<file path="config.mk">
export PLATFORM = sky130hd
export DESIGN_NAME = mux_rd_seq
export DESIGN_NICKNAME = d
export VERILOG_FILES = /design/src/rtl/mrs_pkg.sv /design/src/rtl/mrs_phase_timer.sv /design/src/rtl/mrs_strobe_dec.sv /design/src/rtl/mrs_half_tail.sv /design/src/rtl/mux_rd_seq.sv
export SDC_FILE = /design/constraint.sdc
export NUM_CORES = 1
export LEC_CHECK = 0
export ABC_AREA = 0
export BUFFER_PORTS_ARGS = -buffer_cell sky130_fd_sc_hd__buf_2
export CAP_MARGIN = 30
export CORE_MARGIN = 1.5
export CORE_UTILIZATION = 50
export CTS_BUF_LIST = sky130_fd_sc_hd__clkbuf_4 sky130_fd_sc_hd__clkbuf_8 sky130_fd_sc_hd__clkbuf_16
export DETAILED_ROUTE_END_ITERATION = 12
export PLACE_DENSITY = 0.88
export SYNTH_ARGS = -nofsm -noshare
export SYNTH_HDL_FRONTEND = slang
export SYNTH_SLANG_ARGS = --single-unit
</file>
<file path="constraint.sdc">
create_clock -name clk -period 2.9 [get_ports clk]
set_clock_uncertainty 0.15 [all_clocks]
set_input_delay 0 -clock clk [delete_from_list [all_inputs] [get_ports clk]]
set_output_delay 0 -clock clk [all_outputs]
set_load 0.02 [all_outputs]
</file>
<file path="src/rtl/mrs_pkg.sv">
`timescale 1ns/1ps
package mrs_pkg;
   typedef enum logic [2:0] {
      PH_IDLE,
      PH_HIGH,
      PH_LOW,
      PH_SETUP,
      PH_LATCH,
      PH_SELECT,
      PH_READ
   } phase_e;
endpackage

</file>
<file path="src/rtl/mrs_phase_timer.sv">
`timescale 1ns/1ps
module mrs_phase_timer
   import mrs_pkg::*;
#(
   parameter int LATCH_LONG  = 2,
   parameter int SELECT_LONG = 3,
   parameter int READ_LONG   = 5
) (
   input  logic   clk,
   input  logic   rst_n,
   input  phase_e ph,
   input  logic   ready,
   output logic   first_cyc,
   output logic   last_cyc
);
   localparam int MAX_A = (LATCH_LONG > SELECT_LONG) ? LATCH_LONG : SELECT_LONG;
   localparam int MAX_L = (MAX_A > READ_LONG) ? MAX_A : READ_LONG;
   localparam int CNT_W = (MAX_L > 1) ? $clog2(MAX_L) : 1;
   localparam logic [CNT_W-1:0] LATCH_END  = CNT_W'(LATCH_LONG - 1);
   localparam logic [CNT_W-1:0] SELECT_END = CNT_W'(SELECT_LONG - 1);
   localparam logic [CNT_W-1:0] READ_END   = CNT_W'(READ_LONG - 1);

   logic [CNT_W-1:0] cnt;
   logic [CNT_W-1:0] end_val;

   always_comb begin
      case (ph)
         PH_LATCH:  end_val = LATCH_END;
         PH_SELECT: end_val = SELECT_END;
         PH_READ:   end_val = READ_END;
         default:   end_val = '0;
      endcase
   end

   assign first_cyc = (cnt == '0);
   // ready is looked at only in the first cycle; once low, the phase runs to its long length
   assign last_cyc  = (ph != PH_IDLE) && ((first_cyc && ready) || (cnt == end_val));

   always_ff @(posedge clk or negedge rst_n) begin
      if (!rst_n)
         cnt <= '0;
      else if (last_cyc || ph == PH_IDLE)
         cnt <= '0;
      else
         cnt <= cnt + 1'b1;
   end
endmodule

</file>
<file path="src/rtl/mrs_strobe_dec.sv">
`timescale 1ns/1ps
module mrs_strobe_dec
   import mrs_pkg::*;
(
   input  phase_e ph,
   input  logic   first_cyc,
   output logic   ale,
   output logic   cs_req,
   output logic   rd_act
);
   // chip select joins in the second cycle of the latch phase, so it trails the strobe rise by one clock
   assign ale    = (ph == PH_LATCH);
   assign cs_req = (ph == PH_LATCH && !first_cyc) || (ph == PH_SELECT) || (ph == PH_READ);
   assign rd_act = (ph == PH_READ);
endmodule

</file>
<file path="src/rtl/mrs_half_tail.sv">
`timescale 1ns/1ps
module mrs_half_tail #(
   parameter bit HALF_TAIL = 1'b1
) (
   input  logic clk,
   input  logic rst_n,
   input  logic cs_req,
   input  logic rd_act,
   output logic cs_n,
   output logic ad_oe
);
   logic cs_q;
   logic rd_q;

   generate
      if (HALF_TAIL) begin : g_neg
         always_ff @(negedge clk or negedge rst_n) begin
            if (!rst_n) begin
               cs_q <= 1'b0;
               rd_q <= 1'b0;
            end else begin
               cs_q <= cs_req;
               rd_q <= rd_act;
            end
         end
      end else begin : g_pos
         always_ff @(posedge clk or negedge rst_n) begin
            if (!rst_n) begin
               cs_q <= 1'b0;
               rd_q <= 1'b0;
            end else begin
               cs_q <= cs_req;
               rd_q <= rd_act;
            end
         end
      end
   endgenerate

   // assert at once, release only after the delayed copy has dropped
   assign cs_n  = ~(cs_req | cs_q);
   assign ad_oe = ~(rd_act | rd_q);
endmodule

</file>
<file path="src/rtl/mux_rd_seq.sv">
`timescale 1ns/1ps
module mux_rd_seq
   import mrs_pkg::*;
#(
   parameter int DATA_W      = 8,
   parameter int ADDR_W      = 16,
   parameter int LATCH_LONG  = 2,
   parameter int SELECT_LONG = 3,
   parameter int READ_LONG   = 5,
   parameter bit HALF_TAIL   = 1'b1
) (
   input  logic              clk,
   input  logic              rst_n,
   input  logic              req_valid,
   input  logic [ADDR_W-1:0] req_addr,
   input  logic              req_ext,
   input  logic              ioready,
   input  logic [DATA_W-1:0] ad_i,
   output logic [DATA_W-1:0] ad_o,
   output logic              ad_oe,
   output logic [DATA_W-1:0] addr_hi_o,
   output logic              addr_hi_oe,
   output logic              ale_o,
   output logic              cs_n_o,
   output logic              rd_n_o,
   output logic              rsp_valid,
   output logic [DATA_W-1:0] rsp_data
);
   localparam int HI_LSB = ADDR_W - DATA_W;

   generate
      if (ADDR_W != 2 * DATA_W) begin : g_bad_width
         $error("ADDR_W must be twice DATA_W");
      end
      if (LATCH_LONG < 1 || SELECT_LONG < 1 || READ_LONG < 1) begin : g_bad_len
         $error("stretched phase lengths must be at least one clock");
      end
   endgenerate

   phase_e           ph;
   phase_e           ph_nx;
   logic             first_cyc;
   logic             last_cyc;
   logic             ale;
   logic             cs_req;
   logic             rd_act;
   logic             ext_q;
   logic [DATA_W-1:0] lo_q;
   logic [DATA_W-1:0] hi_q;
   logic [DATA_W-1:0] ad_q;

   mrs_phase_timer #(
      .LATCH_LONG (LATCH_LONG),
      .SELECT_LONG(SELECT_LONG),
      .READ_LONG  (READ_LONG)
   ) u_timer (
      .clk      (clk),
      .rst_n    (rst_n),
      .ph       (ph),
      .ready    (ioready),
      .first_cyc(first_cyc),
      .last_cyc (last_cyc)
   );

   mrs_strobe_dec u_dec (
      .ph       (ph),
      .first_cyc(first_cyc),
      .ale      (ale),
      .cs_req   (cs_req),
      .rd_act   (rd_act)
   );

   mrs_half_tail #(.HALF_TAIL(HALF_TAIL)) u_tail (
      .clk   (clk),
      .rst_n (rst_n),
      .cs_req(cs_req),
      .rd_act(rd_act),
      .cs_n  (cs_n_o),
      .ad_oe (ad_oe)
   );

   always_comb begin
      ph_nx = ph;
      if (ph == PH_IDLE) begin
         if (req_valid) ph_nx = req_ext ? PH_HIGH : PH_LOW;
      end else if (last_cyc) begin
         case (ph)
            PH_HIGH:   ph_nx = PH_LOW;
            PH_LOW:    ph_nx = PH_SETUP;
            PH_SETUP:  ph_nx = PH_LATCH;
            PH_LATCH:  ph_nx = PH_SELECT;
            PH_SELECT: ph_nx = PH_READ;
            default:   ph_nx = PH_IDLE;
         endcase
      end
   end

   always_ff @(posedge clk or negedge rst_n) begin
      if (!rst_n) begin
         ph        <= PH_IDLE;
         ext_q     <= 1'b0;
         lo_q      <= '0;
         hi_q      <= '0;
         ad_q      <= '0;
         rsp_valid <= 1'b0;
         rsp_data  <= '0;
      end else begin
         ph        <= ph_nx;
         rsp_valid <= 1'b0;
         if (ph == PH_IDLE && req_valid) begin
            ext_q <= req_ext;
            lo_q  <= req_addr[DATA_W-1:0];
            if (req_ext) hi_q <= req_addr[HI_LSB +: DATA_W];
            else         ad_q <= req_addr[DATA_W-1:0];
         end
         if (ph == PH_HIGH && last_cyc) ad_q <= lo_q;
         if (ph == PH_READ && last_cyc) begin
            rsp_data  <= ad_i;
            rsp_valid <= 1'b1;
         end
      end
   end

   assign ad_o       = ad_q;
   assign addr_hi_o  = hi_q;
   assign addr_hi_oe = ext_q && (ph != PH_IDLE);
   assign ale_o      = ale;
   assign rd_n_o     = ~rd_act;
endmodule

</file>
After elaboration in Yosys (flattened, before gate mapping):

Cells that the tools add are included.

* muxes and demuxes: 11
* reductions and logical operators: 20
* shift operators: 0
* $lt $le $gt $ge: 0
* add/subtract/negate cells: 1
* eq/ne operators: 9
* bitwise gates (word level): 5
* div/mod/pow operators: 0
* $mul: 0

Operator list (number)
* $mux W8: 3
* $pmux W3 S5: 1
* $mux W3: 4
* $eq A3 B3 Y1 const B: 3
* $pmux W3 S3: 1
* $logic_and A1 B1 Y1: 7
* $eq A3 B2 Y1 const B: 2
* $logic_not A3 Y1: 2
* $reduce_and A2 Y1: 3
* $logic_or A1 B1 Y1: 4
* $reduce_bool A2 Y1: 2
* $add A3 B1 Y3 const B: 1
* $eq A3 B1 Y1 const B: 1
* $eq A3 B3 Y1: 1
* $not A1 Y1: 3
* $reduce_bool A3 Y1: 1
* $mux W2: 1
* $ne A2 B1 Y1 const B: 1
* $ne A2 B2 Y1 const B: 1
* $or A1 B1 Y1: 2
* $logic_not A1 Y1: 1
* $mux W1: 1

* output and inout port bits: 30
* bits in latches: 0
* ROM bits: 0
* memories kept: 0
* memory bits (writable): 0
* input port bits: 29
* bits in registers: 42

Longest topological paths before layout:

* word-level depth: 8
* gate-level depth with buffers: 8

Modules after synthesis:

From an unflattened synthesis, not the netlist that was laid out.

* cells, all modules: 156
* area, all modules: 1998.2 um^2

By module, submodules not included
* mux_rd_seq: area an instance 1600.3 um^2, cells each 114, times used 1
* mrs_phase_timer: area an instance 300.3 um^2, cells each 33, times used 1
* mrs_half_tail: area an instance 57.6 um^2, cells each 4, times used 1
* mrs_strobe_dec: area an instance 40.0 um^2, cells each 5, times used 1

==> flow_summary.rst <==
.. list-table::
   :header-rows: 1

   * - Metric
     - Value
   * - Setup violators final
     - 0
   * - Initial core utilization
     - 52.2%
   * - Total gr overflow
     - 0
   * - Leading post-synthesis cells by instance count
     - sky130_fd_sc_hd__dfrtp_1 (40), sky130_fd_sc_hd__mux2_2 (40), sky130_fd_sc_hd__nor2_1 (10)
   * - Die Span X
     - 65.0 um
   * - Total nets after synthesis
     - 182
   * - Top cell type's share of synthesized area
     - 52.0%
   * - Total wirelength of the detailed-routed design
     - 4120 um
   * - Leak
     - 0.00126 uW
   * - RSZ-0062 raised after global routing
     - no
   * - HPWL after detailed placement
     - 2720 um
   * - GRT Total Usage
     - 21.7%
   * - EDFF count, synth
     - 0
   * - Avg WL per Cell
     - 14.3 um
   * - Max Slew Vio Count
     - 0
   * - Final ANT Viol Nets
     - 0
   * - Path type of the worst setup path
     - flip-flop to flip-flop
   * - Reg clk slew, reported paths
     - 0.09 ns
   * - Core area
     - 3690 um^2
   * - Cell Rows
     - 22
   * - Distinct cell type count after synthesis
     - 36
   * - Sequential fraction of the synthesis area
     - 54.6%
   * - Die Ht
     - 65.0 um
   * - Most common flop cell mapped by yosys
     - sky130_fd_sc_hd__dfrtp_1
   * - TritonCTS clock tree
     - done
   * - Final Net Count
     - 271
   * - Final Hold Violating Endpoints
     - 0
   * - Number of antenna violations at the first check in global routing
     - 0
   * - Flops & latches, synth
     - 42
   * - Clk_lat worst skew
     - 0.30 ns
   * - Data arrival, critical path
     - 1.23 ns
   * - Synth Instances
     - 150
   * - Final estimated routing congestion in global placement
     - 0.879
   * - Highest fanout seen on the critical path
     - 6
   * - Outcome
     - complete, no violations
   * - DRC violations left
     - 0
   * - Via density per instance
     - 5.07
   * - Least-Margin Pin Slew
     - 0.583 ns
   * - CP startpoint kind
     - flip-flop
   * - Synth area leader
     - sky130_fd_sc_hd__dfrtp_1
   * - H-Tree Depth
     - 2
   * - Count of filler cells inserted in the layout
     - 250
   * - Critical path required time
     - 1.43 ns
   * - Global-route wire length before repair
     - 7070 um
   * - Total negative slack for setup checks
     - 0 ns
   * - Average instance area after synthesis
     - 12.8 um^2
   * - Buffer type at the clock tree root
     - sky130_fd_sc_hd__clkbuf_8
   * - Power density over the cells
     - 1040 nW/um^2
   * - Kind of path behind the tightest hold check
     - input port to flip-flop
   * - Critical path capture point type
     - flip-flop
   * - Maximum capacitance violations
     - 0
   * - Post-synthesis instance area
     - 1920 um^2
   * - Max-slew headroom at the worst pin
     - 61.1%
   * - Number of warnings printed during yosys synthesis
     - 0
   * - Asr flop ratio synth
     - 100%
   * - CTS Buffer Depth
     - 2
   * - Number of clock buffers inserted by TritonCTS
     - 5
   * - Count of buffers from port buffering
     - 58
   * - Synthesis-to-finish area growth
     - 39.7%
   * - Clock sinks
     - 42
   * - Via count
     - 1,461
   * - DRC violation total after the first TritonRoute iteration
     - 123
   * - Max rail drop VDD
     - 0.753 mV
   * - Die ar.
     - 4230 um^2
   * - Number of global-route vias before repair
     - 1,515
   * - Most area-consuming cells after synthesis
     - sky130_fd_sc_hd__dfrtp_1 (52%), sky130_fd_sc_hd__mux2_2 (23%), sky130_fd_sc_hd__dfrtn_1 (2.6%)
   * - Iteration count of the initial detailed-routing pass
     - 4
   * - Ratio of cells with drive above 1 in the final layout
     - 48.8%
   * - Boundary pin count
     - 59
   * - Number of inserted diodes
     - 0
   * - WHS
     - 0.0972 ns
   * - Maximum number of pins on one net before global-route repair
     - 41
[report_power, final]
part / total, uW / internal [uW] / switching, uW
registers: 1010 / 851 / 156
clock network: 556 / 345 / 212
logic: 1220 / 577 / 648
[final timing paths]
kind	start	end	slack [ns]	depth (start not counted)
max	u_timer.cnt[0]$_DFF_PN0_	u_tail.cs_q$_DFF_NN0_	0.20	4
min	req_ext	ext_q$_DFFE_PN0P_	0.1	3
max reg2reg	u_timer.cnt[0]$_DFF_PN0_	u_tail.cs_q$_DFF_NN0_	0.20	4
min in group asynchronous	rst_n	ph[0]$_DFFE_PN0P_	0.19	3
min reg2reg	rsp_data[6]$_DFFE_PN0P_	rsp_data[6]$_DFFE_PN0P_	0.36	1
max in group asynchronous	rst_n	u_tail.rd_q$_DFF_NN0_	1.25	2
[what timing repair did]
item | CTS | global route
hold buffers | 26 | 0
hold endpoints to repair | 73 | 0
gates resized for setup | 0 | 0
setup buffers | 0 | 0
[flip-flops by register name (all words and copies together), names as in the netlist]
signal and cells:
rsp_valid 1, u_tail.cs_q 1, addr_hi_o 8, u_timer.cnt 3, rsp_data 8, ph 3, ext_q 1, lo_q 8
u_tail.rd_q 1, ad_o 8
[cell type report]
class                      instances  area (um^2)  area share [%]
inverter                           9         33.8            1.26
timing repair buffer              89          588            21.9
multi-input combinational         92          817            30.4
tap                               48         60.1            2.23
clock buffer                       5         68.8            2.56
sequential                        42         1050            39.1
clock inverter                     3         68.8            2.56
[per-stage QoR]
| step | power [uW] | std cells | cell area (um^2) | utilization, % | setup WS (ns) |
|---|---|---|---|---|---|
| 6_report | 2790 | 288 | 2690 | 72.9 | 0.205 |
| 5_1_grt | 2950 | 288 | 2690 | 72.9 | 0.101 |
| 4_1_cts | 2790 | 288 | 2690 | 72.9 | 0.188 |
| 3_5_place_dp | 2210 | 254 | 2290 | 62.1 | 0.203 |
| 3_3_place_gp | 2170 | 254 | 2290 | 62.1 | 0.268 |
| 2_1_floorplan | 1840 | 150 | 1920 | - | 0.236 |
[cells by family (layout without fill, tap and decap cells)]
group	after synthesis	after routing	synth area share [%]
AO/OA/AOI/OAI	17	17	7.28
XOR/XNOR	2	2	0.910
multiplexers	40	40	23.4
flip-flops	42	42	54.6
AND/OR/NAND/NOR	30	30	8.58
buffers and inverters	16	106	3.25
adder cells (fa/ha/maj)	3	3	1.95
[placed cells by master, fill, tap and decap left out, types with 2 or more instances in the layout]
| cell type | n |
|---|---|
| sky130_fd_sc_hd__buf_2 | 58 |
| sky130_fd_sc_hd__buf_4 | 5 |
| sky130_fd_sc_hd__bufinv_16 | 2 |
| sky130_fd_sc_hd__clkbuf_8 | 5 |
| sky130_fd_sc_hd__dfrtn_1 | 2 |
| sky130_fd_sc_hd__dfrtp_1 | 40 |
| sky130_fd_sc_hd__dlygate4sd3_1 | 26 |
| sky130_fd_sc_hd__ha_1 | 3 |
| sky130_fd_sc_hd__inv_1 | 9 |
| sky130_fd_sc_hd__mux2_2 | 40 |
| sky130_fd_sc_hd__nand2_1 | 4 |
| sky130_fd_sc_hd__nand3_1 | 2 |
| sky130_fd_sc_hd__nor2_1 | 10 |
| sky130_fd_sc_hd__nor2b_1 | 2 |
| sky130_fd_sc_hd__nor3_1 | 3 |
| sky130_fd_sc_hd__o21a_1 | 2 |
| sky130_fd_sc_hd__o21ai_0 | 5 |
[worst max-delay path, cell delays in order, from the launching register on]
cell and delay (ns):
sky130_fd_sc_hd__dfrtp_1 0.43, sky130_fd_sc_hd__inv_1 0.07, sky130_fd_sc_hd__ha_1 0.13, sky130_fd_sc_hd__nor2b_1 0.17
sky130_fd_sc_hd__a31oi_1 0.13
[metal layers]
layer  routed length (um)  track usage, %  share of wire, %  up-vias
met5                    0               0                 0        -
met2                 2100            36.6                51       50
met3                  254            6.77               6.2        4
met4                   30            5.21              0.73        0
li1                     -               -                 -      710
met1                 1730            27.5                42      697
Power figures use the tool's default switching activity.
